**config.mk**
```make
export PLATFORM = sky130hd
export DESIGN_NAME = sgs_slice
export DESIGN_NICKNAME = d
export VERILOG_FILES = /design/src/rtl/sgs_pkg.sv /design/src/rtl/sgs_edge_gate.sv /design/src/rtl/sgs_src_mux.sv /design/src/rtl/sgs_pos_ctr.sv /design/src/rtl/sgs_slice.sv
export SDC_FILE = /design/constraint.sdc
export NUM_CORES = 1
export LEC_CHECK = 0
export BUFFER_PORTS_ARGS = -buffer_cell sky130_fd_sc_hd__buf_2
export CAP_MARGIN = 20
export CORE_MARGIN = 3
export CORE_UTILIZATION = 48
export DETAILED_ROUTE_END_ITERATION = 16
export GPL_TIMING_DRIVEN = 0
export HOLD_SLACK_MARGIN = 0.06
export PLACE_DENSITY = 0.78
export SLEW_MARGIN = 10
export SYNTH_ARGS = -nofsm -noshare
export SYNTH_HDL_FRONTEND = slang
export SYNTH_HIERARCHICAL = 1
export SYNTH_SLANG_ARGS = --single-unit
```
**constraint.sdc**
```tcl
create_clock -name clk -period 2.45 [get_ports clk]
set_clock_uncertainty 0.1 [all_clocks]
set_input_delay 0.1225 -clock clk [delete_from_list [all_inputs] [get_ports clk]]
set_output_delay 0.1225 -clock clk [all_outputs]
set_load 0.01 [all_outputs]
```
**src/rtl/sgs_pkg.sv**
```systemverilog
package sgs_pkg;
  typedef enum logic [1:0] {
    PM_1B = 2'd0,
    PM_2B = 2'd1,
    PM_4B = 2'd2,
    PM_8B = 2'd3
  } par_mode_e;

  typedef enum logic [1:0] {
    SRC_PINS,
    SRC_LOOP,
    SRC_CHAIN
  } src_sel_e;
endpackage

```
**src/rtl/sgs_edge_gate.sv**
```systemverilog
module sgs_edge_gate (
  input  logic clk,
  input  logic rst_n,
  input  logic enable,
  input  logic ext_clk,
  input  logic edge_sel,
  input  logic qual_in,
  input  logic qual_inv,
  input  logic hold,
  output logic shift_req
);
  logic ext_prev;
  logic rise, fall, hit;

  always_ff @(posedge clk or negedge rst_n) begin
    if (!rst_n) ext_prev <= 1'b0;
    else        ext_prev <= ext_clk;
  end

  always_comb begin
    rise      = ext_clk & ~ext_prev;
    fall      = ~ext_clk & ext_prev;
    hit       = edge_sel ? fall : rise;
    shift_req = enable & hit & (qual_in ^ qual_inv) & ~hold;
  end
endmodule

```
**src/rtl/sgs_src_mux.sv**
```systemverilog
module sgs_src_mux
  import sgs_pkg::*;
#(
  parameter int DW = 32,
  parameter int CW = 8,
  localparam int NM = $clog2(CW) + 1,
  localparam int MW = $clog2(NM)
) (
  input  logic [DW-1:0] work,
  input  logic [MW-1:0] mode,
  input  logic          cat_en,
  input  logic [1:0]    cat_order,
  input  logic [CW-1:0] pin_in,
  input  logic [CW-1:0] cat_in,
  output logic [DW-1:0] shifted,
  output logic [CW-1:0] chunk_out
);
  src_sel_e             src;
  logic [CW-1:0]        in_chunk;
  logic [NM-1:0][DW-1:0] cand;
  logic [NM-1:0][CW-1:0] outc;

  always_comb begin
    if (!cat_en)                src = SRC_PINS;
    else if (cat_order == 2'd0) src = SRC_LOOP;
    else                        src = SRC_CHAIN;
    case (src)
      SRC_LOOP:  in_chunk = chunk_out;
      SRC_CHAIN: in_chunk = cat_in;
      default:   in_chunk = pin_in;
    endcase
  end

  for (genvar m = 0; m < NM; m++) begin : g_mode
    localparam int W = 1 << m;
    localparam logic [CW-1:0] MASK = CW'((1 << W) - 1);
    assign cand[m] = {in_chunk[W-1:0], work[DW-1:W]};
    assign outc[m] = work[CW-1:0] & MASK;
  end

  always_comb begin
    shifted   = cand[mode];
    chunk_out = outc[mode];
  end
endmodule

```
**src/rtl/sgs_pos_ctr.sv**
```systemverilog
module sgs_pos_ctr #(
  parameter int PW = 5
) (
  input  logic          clk,
  input  logic          rst_n,
  input  logic          shift,
  input  logic          load,
  input  logic [PW-1:0] reload,
  output logic [PW-1:0] pos,
  output logic          expire
);
  assign expire = shift && (pos == '0);

  always_ff @(posedge clk or negedge rst_n) begin
    if (!rst_n)      pos <= '0;
    else if (load)   pos <= reload;
    else if (expire) pos <= reload;
    else if (shift)  pos <= pos - 1'b1;
  end
endmodule

```
**src/rtl/sgs_slice.sv**
```systemverilog
module sgs_slice #(
  parameter int DW = 32,
  parameter int CW = 8,
  localparam int PW = $clog2(DW),
  localparam int MW = $clog2($clog2(CW) + 1)
) (
  input  logic          clk,
  input  logic          rst_n,
  input  logic          enable,
  input  logic          ext_clk,
  input  logic          edge_sel,
  input  logic          qual_in,
  input  logic          qual_inv,
  input  logic [MW-1:0] par_mode,
  input  logic          cat_en,
  input  logic [1:0]    cat_order,
  input  logic [CW-1:0] pin_in,
  input  logic [CW-1:0] cat_in,
  input  logic [PW-1:0] pos_reload,
  input  logic          ld_work,
  input  logic          ld_shadow,
  input  logic          ld_pos,
  input  logic [DW-1:0] ld_data,
  output logic [DW-1:0] work_q,
  output logic [DW-1:0] shadow_q,
  output logic [PW-1:0] pos_q,
  output logic [CW-1:0] chunk_out,
  output logic          swap_pulse
);
  logic          any_load;
  logic          shift;
  logic          expire;
  logic [DW-1:0] shifted;

  assign any_load = ld_work | ld_shadow | ld_pos;

  sgs_edge_gate u_gate (
    .clk(clk), .rst_n(rst_n), .enable(enable), .ext_clk(ext_clk),
    .edge_sel(edge_sel), .qual_in(qual_in), .qual_inv(qual_inv),
    .hold(any_load), .shift_req(shift)
  );

  sgs_src_mux #(.DW(DW), .CW(CW)) u_mux (
    .work(work_q), .mode(par_mode), .cat_en(cat_en), .cat_order(cat_order),
    .pin_in(pin_in), .cat_in(cat_in), .shifted(shifted), .chunk_out(chunk_out)
  );

  sgs_pos_ctr #(.PW(PW)) u_pos (
    .clk(clk), .rst_n(rst_n), .shift(shift), .load(ld_pos),
    .reload(pos_reload), .pos(pos_q), .expire(expire)
  );

  always_ff @(posedge clk or negedge rst_n) begin
    if (!rst_n) begin
      work_q     <= '0;
      shadow_q   <= '0;
      swap_pulse <= 1'b0;
    end else begin
      swap_pulse <= expire;
      if (ld_work)     work_q <= ld_data;
      else if (expire) work_q <= shadow_q;
      else if (shift)  work_q <= shifted;
      if (ld_shadow)   shadow_q <= ld_data;
      else if (expire) shadow_q <= shifted;
    end
  end
endmodule

```
# After elaboration in Yosys (flattened, before gate mapping)
# Cells that the tools add are included.
[word_totals]
register_bits = 71
output_inout_bits = 78
word_cells = 42
[op_classes]
add_sub_neg = 1
n_lt_le_gt_ge = 1
eq_ne = 2
muxes = 16
bitwise_logic = 11
reduce_logical = 6
[op_table]
columns = ["operator", "n"]
rows = [
  ["$mux 32", 6],
  ["$bmux 32 s2", 1],
  ["$bmux 8 s2", 1],
  ["$pmux 8 s2", 1],
  ["$mux 5", 3],
  ["$mux 8", 1],
  ["$reduce_bool 3->1", 2],
  ["$and 1x1->1", 5],
  ["$logic_not 5->1", 1],
  ["$sub 5x1->5 const B", 1],
  ["$mux 2", 2],
  ["$lt 2x3->1 const B", 1],
  ["$not 1->1", 3],
  ["$eq 2x1->1 const B", 1],
  ["$eq 2x2->1 const B", 1],
  ["$logic_not 2->1", 1],
  ["$or 1x1->1", 2],
  ["$reduce_bool 2->1", 1],
  ["$logic_and 1x1->1", 1],
  ["$mux 1", 1],
  ["$xor 1x1->1", 1],
]

# Longest topological paths before layout
# Gate-level depths: netlist (run 1).
[logic_depth]
depth_word = 10
mapped_depth = 11

# Hierarchy
# Netlist (run 1), hierarchy kept.
[by_module_without_submodules]
columns = ["module", "instances", "cells_per_inst", "area_per_inst_um2"]
rows = [
  ["sgs_slice", 1, 319, 3613.5],
  ["sgs_src_mux", 1, 98, 1056.0],
  ["sgs_pos_ctr", 1, 37, 366.6],
  ["sgs_edge_gate", 1, 6, 68.8],
]

# Worst setup path after synthesis (run 1)
# Ideal clock, no wire load.
[synth_path]
path_type = "register -> register"
startpoint = "register u_gate.ext_prev"
endpoint = "register work_q[10]"
t_arrival_ns = 2.426
t_required_ns = 2.216
slack_ns = -0.209
path_stages_with_launch = 11
path_buffers = 4
synth_period_minus_slack_ns = 2.659
cell_sequence = "dfrtp_1 or3b_1 a2111oi_2 buf_6 and4bb_4 and2_4 buf_6 buf_6 buf_2 nor3b_1 a211oi_2"
[synth_between]
elab_chain_cells = 9
[synth_rtl]
columns = ["element", "line_no", "rtl"]
rows = [
  ["start: declaration", "sgs_edge_gate.sv:12", "logic ext_prev;"],
  ["start signal: assignment", "sgs_edge_gate.sv:17", "else ext_prev <= ext_clk;"],
  ["$not 1->1", "sgs_edge_gate.sv:21", "rise = ext_clk & ~ext_prev;"],
  ["$and 1x1->1", "sgs_edge_gate.sv:21", ""],
  ["$mux 1 *", "sgs_edge_gate.sv:23", "hit = edge_sel ? fall : rise;"],
  ["$and 1x1->1 * (3 in a row)", "sgs_edge_gate.sv:24", "shift_req = enable & hit & (qual_in ^ qual_inv) & ~hold;"],
  ["via shift", "sgs_slice.sv:31", "logic shift;"],
  ["$logic_and 1x1->1 *", "sgs_pos_ctr.sv:12", "assign expire = shift && (pos == '0);"],
  ["via expire", "sgs_slice.sv:32", "logic expire;"],
  ["$mux 32", "sgs_slice.sv:61", "else if (expire) work_q <= shadow_q;"],
  ["$mux 32", "sgs_slice.sv:60", "if (ld_work) work_q <= ld_data;"],
  ["end signal: assignment", "sgs_slice.sv:60", ""],
  ["end signal: assignment", "sgs_slice.sv:61", ""],
  ["end signal: assignment", "sgs_slice.sv:62", "else if (shift) work_q <= shifted;"],
  ["end: declaration", "sgs_slice.sv:24", "output logic [DW-1:0] work_q,"],
]
# The timed path passes the listed nets; every way through them passes the cells marked *.
# A chain may end at the register's enable or synchronous reset.

# Final worst setup path (run 1)
[layout_path]
startpoint = "register u_gate.ext_prev"
endpoint = "register work_q[28]"
# Same word-level chain as after synthesis.

==> key figures, run 1 <==
GRT
  – First-pass GRT wire length: about 26000 um
  – Vias in the first global route: just under 5000
  – Gr usage total: between 20% and 30%
  – Gr ovfl total: 0
  – Largest net degree at the start of global routing: 45
  – Initial antenna violation count: 0

Detailed routing
  – Initial DRT Pass Iterations: 5
  – Post-Route WL: between 15000 and 20000 um
  – Drt wl/cell: roughly 21 um
  – Routed vias/inst: 5.939
  – Via count: 4769
  – Met3 WL: roughly 1600 um
  – Routed Antenna Nets: 0
  – DRC violation count after routing: 0
  – Max layer used: met4
  – DRT met1 WL: about 6700 um
  – Metal2 WL: 8469 um
  – Detailed Route Iter0 Violations: approximately 500

Die
  – Die Ht: approximately 110 um
  – Starting Density: 49.45%
  – Area of the core: approximately 10000 um^2
  – Num rows: 37
  – Die Area: 11910 um^2
  – Die width: roughly 110 um
  – I/O pin total: about 150

Final layout
  – Final layout net count: about 730
  – Layout cells sized above 1: between 40% and 50%
  – Synth-to-layout area growth: 38.60%
  – Diode count: 0
  – Core Util, Final: 68.54%

STA
  – Final setup vio count: 44
  – Setup repair after global routing missed its margin: yes
  – Worst-margin pin slew: 0.6030 ns
  – Setup ws final: -0.05936 ns
  – Hold Vio Cnt, Final: 0
  – Slew Limit Fails: 0
  – Final Critical Period: between 2 and 3 ns
  – Maximum clock rate: 0.3985 GHz
  – Max-slew headroom: approximately three fifths
  – Final period util: 102.4%

Yosys
  – Seq/Total Area, Yosys: about a third
  – Adder-cell share of the synthesized area: 0.2451%
  – Async set-reset flop share out of synthesis: 100.0%
  – Post-synth EDFFs: 0
  – Compound-Gate Fraction of Synth Area: 16.69%
  – Xor-xnor portion of the synthesized cell area: less than 1%
  – Mapped Nets: between 500 and 600
  – Post-synthesis instance area: between 5000 and 6000 um^2
  – Simple-Gate Fraction of Synth Area: between 15 and 20%
  – Ys Warns: 6
  – Largest family of logic cells by synthesized area: multiplexers
  – Avg Cell Area, Syn: ~11 um^2
  – Synth Instances: 460
  – Synth Register Bits: slightly above 70
  – Yosys cell types: 52
  – Dominant synthesized flop cell: dfrtp_1
  – Mux cell area share after synthesis: 25.88%

Worst setup path
  – Worst Setup EP: work_q[28]
  – CP Max Fanout: 10
  – Worst R2R Path Depth: 9
  – Critical path launch point type: flop
  – CP endpoint kind: flop
  – Crit path DAT: roughly 2.6 ns
  – Crit Path Category: reg -> reg
  – Crit. Startpoint: u_gate/ext_prev
  – FF-to-FF setup slack: -0.06 ns
  – WP data required: around 2.6 ns
  – R2R Path End: work_q[28]
  – R2R Path Start: u_gate/ext_prev

Place
  – Port bufs: between 100 and 150
  – Post-DP HPWL: 12010 um
  – DP Worst Slack: -0.4367 ns
  – Routability congestion estimate: approximately 0.91

Clock network
  – CTS H-tree depth: 3
  – Total CTS buffers: 9
  – Clock Latency Late Sink: around 0.36 ns
  – Clock buffer depth: 2
  – Clock sinks: slightly above 70
  – Clk slew on worst S/H paths: 0.08 ns
  – Root Driver: clkbuf_8
  – CTS tree: yes

Outcome
  – Status: finished with violations
  – Violated checks: setup timing

Power
  – Power Density: ~470 nW/um^2
  – Worst vdd ir: between 0.3 and 0.4 mV
  – Leakage: 2.864 nW

Min path
  – HP Class: in -> reg

Flow run
  – Max-cap violations: 0
## Yosys cell counts, types with 3 or more instances
master / n / area (um^2)
a31oi_1: 3 / 18.77
a21oi_1: 6 / 30.03
nor2_1: 11 / 41.29
inv_1: 9 / 33.78
nor3_1: 3 / 15.01
buf_8: 3 / 45.04
a211oi_1: 5 / 37.54
buf_12: 3 / 60.06
nor3b_1: 32 / 240.2
buf_2: 13 / 65.06
nor2b_1: 33 / 206.5
nand2_1: 38 / 142.6
buf_6: 5 / 56.30
and3_1: 4 / 25.02
a211oi_2: 29 / 362.9
o21ai_0: 38 / 190.2
buf_4: 5 / 37.54
mux4_2: 28 / 630.6
mux2i_1: 69 / 690.7
clkbuf_1: 12 / 45.04
dfrtp_1: 71 / 1777
a221oi_2: 3 / 45.04
## per-stage QoR
step / setup TNS (ns) / hold WS (ns) / cell area [um^2] / std cells / power, mW
4_1_cts: -4.246 / 0.1143 / 6909 / 801 / 3.266
3_3_place_gp: -18.47 / 0.1485 / 6141 / 738 / 2.219
6_report: -1.110 / 0.1212 / 7076 / 803 / 3.295
2_1_floorplan: -1.773 / -0.2731 / 5260 / 460 / 1.890
5_1_grt: -6.300 / 0.1424 / 7076 / 803 / 3.438
3_5_place_dp: -22.35 / -0.02718 / 6171 / 739 / 2.253
## layout by cell type, fill, tap and decap left out, types with 8 or more instances in the layout
cell	n
a211oi_2	29
dlygate4sd3_1	41
inv_1	9
mux4_2	28
nor3b_4	18
nand2_1	38
o21ai_0	8
buf_4	10
nor2b_1	33
nor2_1	11
clkbuf_1	14
nor3b_2	14
buf_2	150
clkbuf_8	10
o21ai_1	32
dfrtp_1	71
buf_6	8
mux2i_1	65
## layout make-up
| cell class | instances | area (um^2) |
|---|---|---|
| Fill cell | 801 | 3248 |
| Buffer | 42 | 357.8 |
| Clock inverter | 4 | 45.04 |
| Tap cell | 136 | 170.2 |
| Clock buffer | 12 | 145.1 |
| Timing Repair Buffer | 192 | 1266 |
| Inverter | 10 | 37.54 |
| Sequential cell | 71 | 1777 |
| Multi-Input combinational cell | 336 | 3277 |
## critical path: stages, from the launching register on
cell,delay [ns]
dfrtp_1,0.38
or3b_4,0.38
a2111oi_4,0.35
buf_6,0.15
and4bb_4,0.23
and2_4,0.19
clkbuf_16,0.17
buf_6,0.15
nor3b_2,0.22
a211oi_2,0.06
## worst min path at each step
stage	slack, ns	startpoint	endpoint	depth (start not counted)
6_report	0.12	ld_pos	u_pos/pos[3]	4
5_1_grt	0.14	ld_pos	u_pos/pos[3]	4
4_1_cts	0.11	ld_pos	u_pos/pos[3]	4
3_5_place_dp	-0.03	rst_n	shadow_q[3]	1
3_3_place_gp	0.15	ext_clk	u_gate/ext_prev	1
2_1_floorplan	-0.27	rst_n	shadow_q[0]	0
## kinds of logic (layout without fill, tap and decap cells)
family / count (synthesis) / count (layout)
AO/OA/AOI/OAI: 103 / 103
XOR/XNOR: 1 / 1
buffers and inverters: 53 / 260
multiplexers: 97 / 97
adder cells (fa/ha/maj): 1 / 1
AND/OR/NAND/NOR: 134 / 134
flip-flops: 71 / 71
## registers in the layout, indices dropped and copies added, names as in the netlist
name             cells
swap_pulse           1
u_pos/pos            5
u_gate/ext_prev      1
work_q              32
shadow_q            32
## per-layer routing
metal	global-route usage (%)	up-vias
met1	37.01	2342
met5	0	-
met4	7.755	0
met2	50.09	270
li1	-	2131
met3	6.986	26
## report_power, final
group          leakage (nW)  switching, mW  internal, mW
registers             0.829          0.170          1.27
clock network         0.100          0.468         0.494
logic                  1.93          0.456         0.433
total                  2.86           1.09          2.20
## what timing repair did
action / 4_1_cts / 5_1_grt
cloned: 1 / 2
buffers inserted: 5 / 1
gates resized for setup: 45 / 25
hold endpoints to repair: 141 / 0
endpoints found under the setup margin: 64 / 66
pin swaps: 2 / 2
hold buffers: 41 / 0
(Power assumes the default switching activity.)
==> run 2, diff against run 1 <==
CORE_UTILIZATION = 40   (was 48)
PLACE_DENSITY = 0.67   (was 0.78)
==> key figures, run 2 (synthesis gave the netlist of run 1 again) <==
Outcome
  – Status: finished with violations
  – Violated checks: setup timing

Place
  – DP Worst Slack: -0.4049 ns (+0.03176 ns)
  – Cell total after placement: 771 (+4.3%)
  – Post-DP HPWL: 11970 um (-0.29%)
  – Port bufs: 142 (unchanged)
  – Routability congestion estimate: 0.8570 (-6.2%)

Worst setup path
  – FF-to-FF setup slack: -0.06 ns (about the same)
  – Crit. Startpoint: u_gate/ext_prev
  – WP data required: 2.55 ns (-0.03 ns)
  – Crit path DAT: 2.61 ns (-0.03 ns)
  – R2R Path End: shadow_q[29]
  – R2R Path Start: u_gate/ext_prev
  – Crit Path Category: reg -> reg
  – Worst Setup EP: shadow_q[29]
  – Worst R2R Path Depth: 9 (unchanged)
  – Critical path launch point type: flop
  – CP endpoint kind: flop
  – CP Max Fanout: 6 (-4)

STA
  – Setup ws final: -0.05862 ns (+0.0007409 ns)
  – Hold Vio Cnt, Final: 0 (unchanged)
  – Final setup vio count: 39 (-11%)
  – Slew Limit Fails: 0 (unchanged)
  – Maximum clock rate: 0.3986 GHz (about the same)
  – Setup repair after global routing missed its margin: yes
  – Hold slack: 0.05571 ns (-0.06548 ns)
  – Final Critical Period: 2.509 ns (-0.0007409 ns)
  – Final period util: 102.4% (about the same)
  – Max-slew headroom: 61.02% (+1.2 points)
  – Worst-margin pin slew: 0.5846 ns (-0.01837 ns)

Flow run
  – Max-cap violations: 0 (unchanged)

Detailed routing
  – DRC violation count after routing: 0 (unchanged)
  – Via count: 4771 (+0.042%)
  – Initial DRT Pass Iterations: 7 (+2)
  – Routed vias/inst: 5.721 (-3.7%)
  – Post-Route WL: 17030 um (+0.60%)
  – Routed Antenna Nets: 0 (unchanged)
  – Detailed Route Iter0 Violations: 401 (-20%)
  – Drt wl/cell: 20.42 um (-3.1%)

Final layout
  – Layout Cells excl Fill: 834 (+3.9%)
  – Diode count: 0 (unchanged)
  – Synth-to-layout area growth: 39.90%
  – Layout cells sized above 1: 45.65% (+0.67 points)
  – Core Util, Final: 58.24% (-10 points)
  – Most common cell after layout, fill and taps aside: buf_2
  – Most frequent cells in the layout: buf_2 (150), dfrtp_1 (71), mux2i_1 (65), nand2_1 (38), dlygate4sd3_1 (38)
  – Final layout net count: 730 (-0.14%)
  – Biggest regs: shadow_q (32), work_q (32), u_pos/pos (5)

Die
  – Starting Density: 41.63% (-7.8 points)
  – Die Area: 14150 um^2 (+19%)
  – Num rows: 40 (+8.1%)
  – I/O pin total: 146 (unchanged)
  – Die width: 119.0 um (+9.0%)
  – Die Ht: 119.0 um (+9.0%)
  – Area of the core: 12260 um^2 (+19%)

GRT
  – Gr ovfl total: 0 (unchanged)
  – Gr usage total: 23.73% (-5.5 points)
  – Largest net degree at the start of global routing: 38 (-16%)
  – Vias in the first global route: 4892 (-1.6%)
  – Initial antenna violation count: 0 (unchanged)
  – First-pass GRT wire length: 26720 um (+0.91%)

Clock network
  – Clock Latency Late Sink: 0.34 ns (-0.02 ns)
  – Root Driver: clkbuf_16
  – Clock sinks: 71 (unchanged)
  – CTS tree: yes
  – Clock buffer depth: 2 (unchanged)
  – Total CTS buffers: 9 (unchanged)
  – Clk slew on worst S/H paths: 0.06 ns (-0.02 ns)
  – CTS H-tree depth: 3 (unchanged)

Power
  – Power Density: 499.4 nW/um^2 (+7.2%)
  – Worst vdd ir: 0.3166 mV (+2.2%)
  – Total power: 3.566 mW (+8.2%)
  – Leakage: 2.871 nW (+0.26%)

Min path
  – HP Class: in -> reg
  – Hold depth: 2 (-2)
  – Worst Min Path Start: ld_shadow
## run 2: cell count changes in the layout (fill, tap and decap cells not counted), sizes merged
cell         delta
dlygate4sd3     -3
buf             +1
clkinv          +1
bufinv          -1
clkbuf          +1
## run 2: routing by layer
layer / part of all wire (%) / track usage (%) / vias to the layer above
met5: 0 / 0 / -
met4: 1.0 / 6.662 / 0
met3: 8.6 / 4.701 / 14
met2: 48 / 38.65 / 232
met1: 42 / 32.29 / 2396
li1: - / - / 2129
## run 2: worst max-delay path, stage by stage, from the launching register on
cell and delay (ns):
dfrtp_1 0.38, or3b_4 0.38, a2111oi_4 0.33, buf_6 0.15, and4bb_4 0.23, and2_4 0.20
buf_12 0.16, clkbuf_16 0.16, mux2i_1 0.21, o21ai_1 0.07
## run 2: worst min path at each step
stage / end
3_3_place_gp: u_gate/ext_prev
4_1_cts: shadow_q[1]
5_1_grt: u_pos/pos[3]
3_5_place_dp: shadow_q[4]
2_1_floorplan: shadow_q[0]
6_report: shadow_q[1]
## run 2: where the power goes
part	switching (mW)	internal, mW
combinational	0.448	0.429
sequential	0.168	1.28
clock	0.511	0.734
## run 2: timing repair
item	in CTS	in global routing
hold endpoints to repair	105	0
hold buffers	38	0
setup endpoints to repair	64	65
pin swaps	4	2
gates cloned	1	3
setup buffers	5	1
resized for setup	37	26
## run 2: cell type report
cell class	instances	area [um^2]
fillers	1022	5120
clock buffers	12	256.5
well taps	168	210.2
clock inverters	4	20.02
multi-input cells	336	3221
inverters	10	37.54
flip-flops and latches	71	1777
repair buffers	191	1261
plain buffers	42	359.1
## run 2: stage by stage
stage | setup TNS [ns] | instance area, um^2
after floorplan | -1.773 | 5260
after global placement | -18.82 | 6181
after detailed placement | -20.83 | 6203
after CTS | -2.298 | 6983
after global routing | -4.835 | 7142
final | -0.7955 | 7142
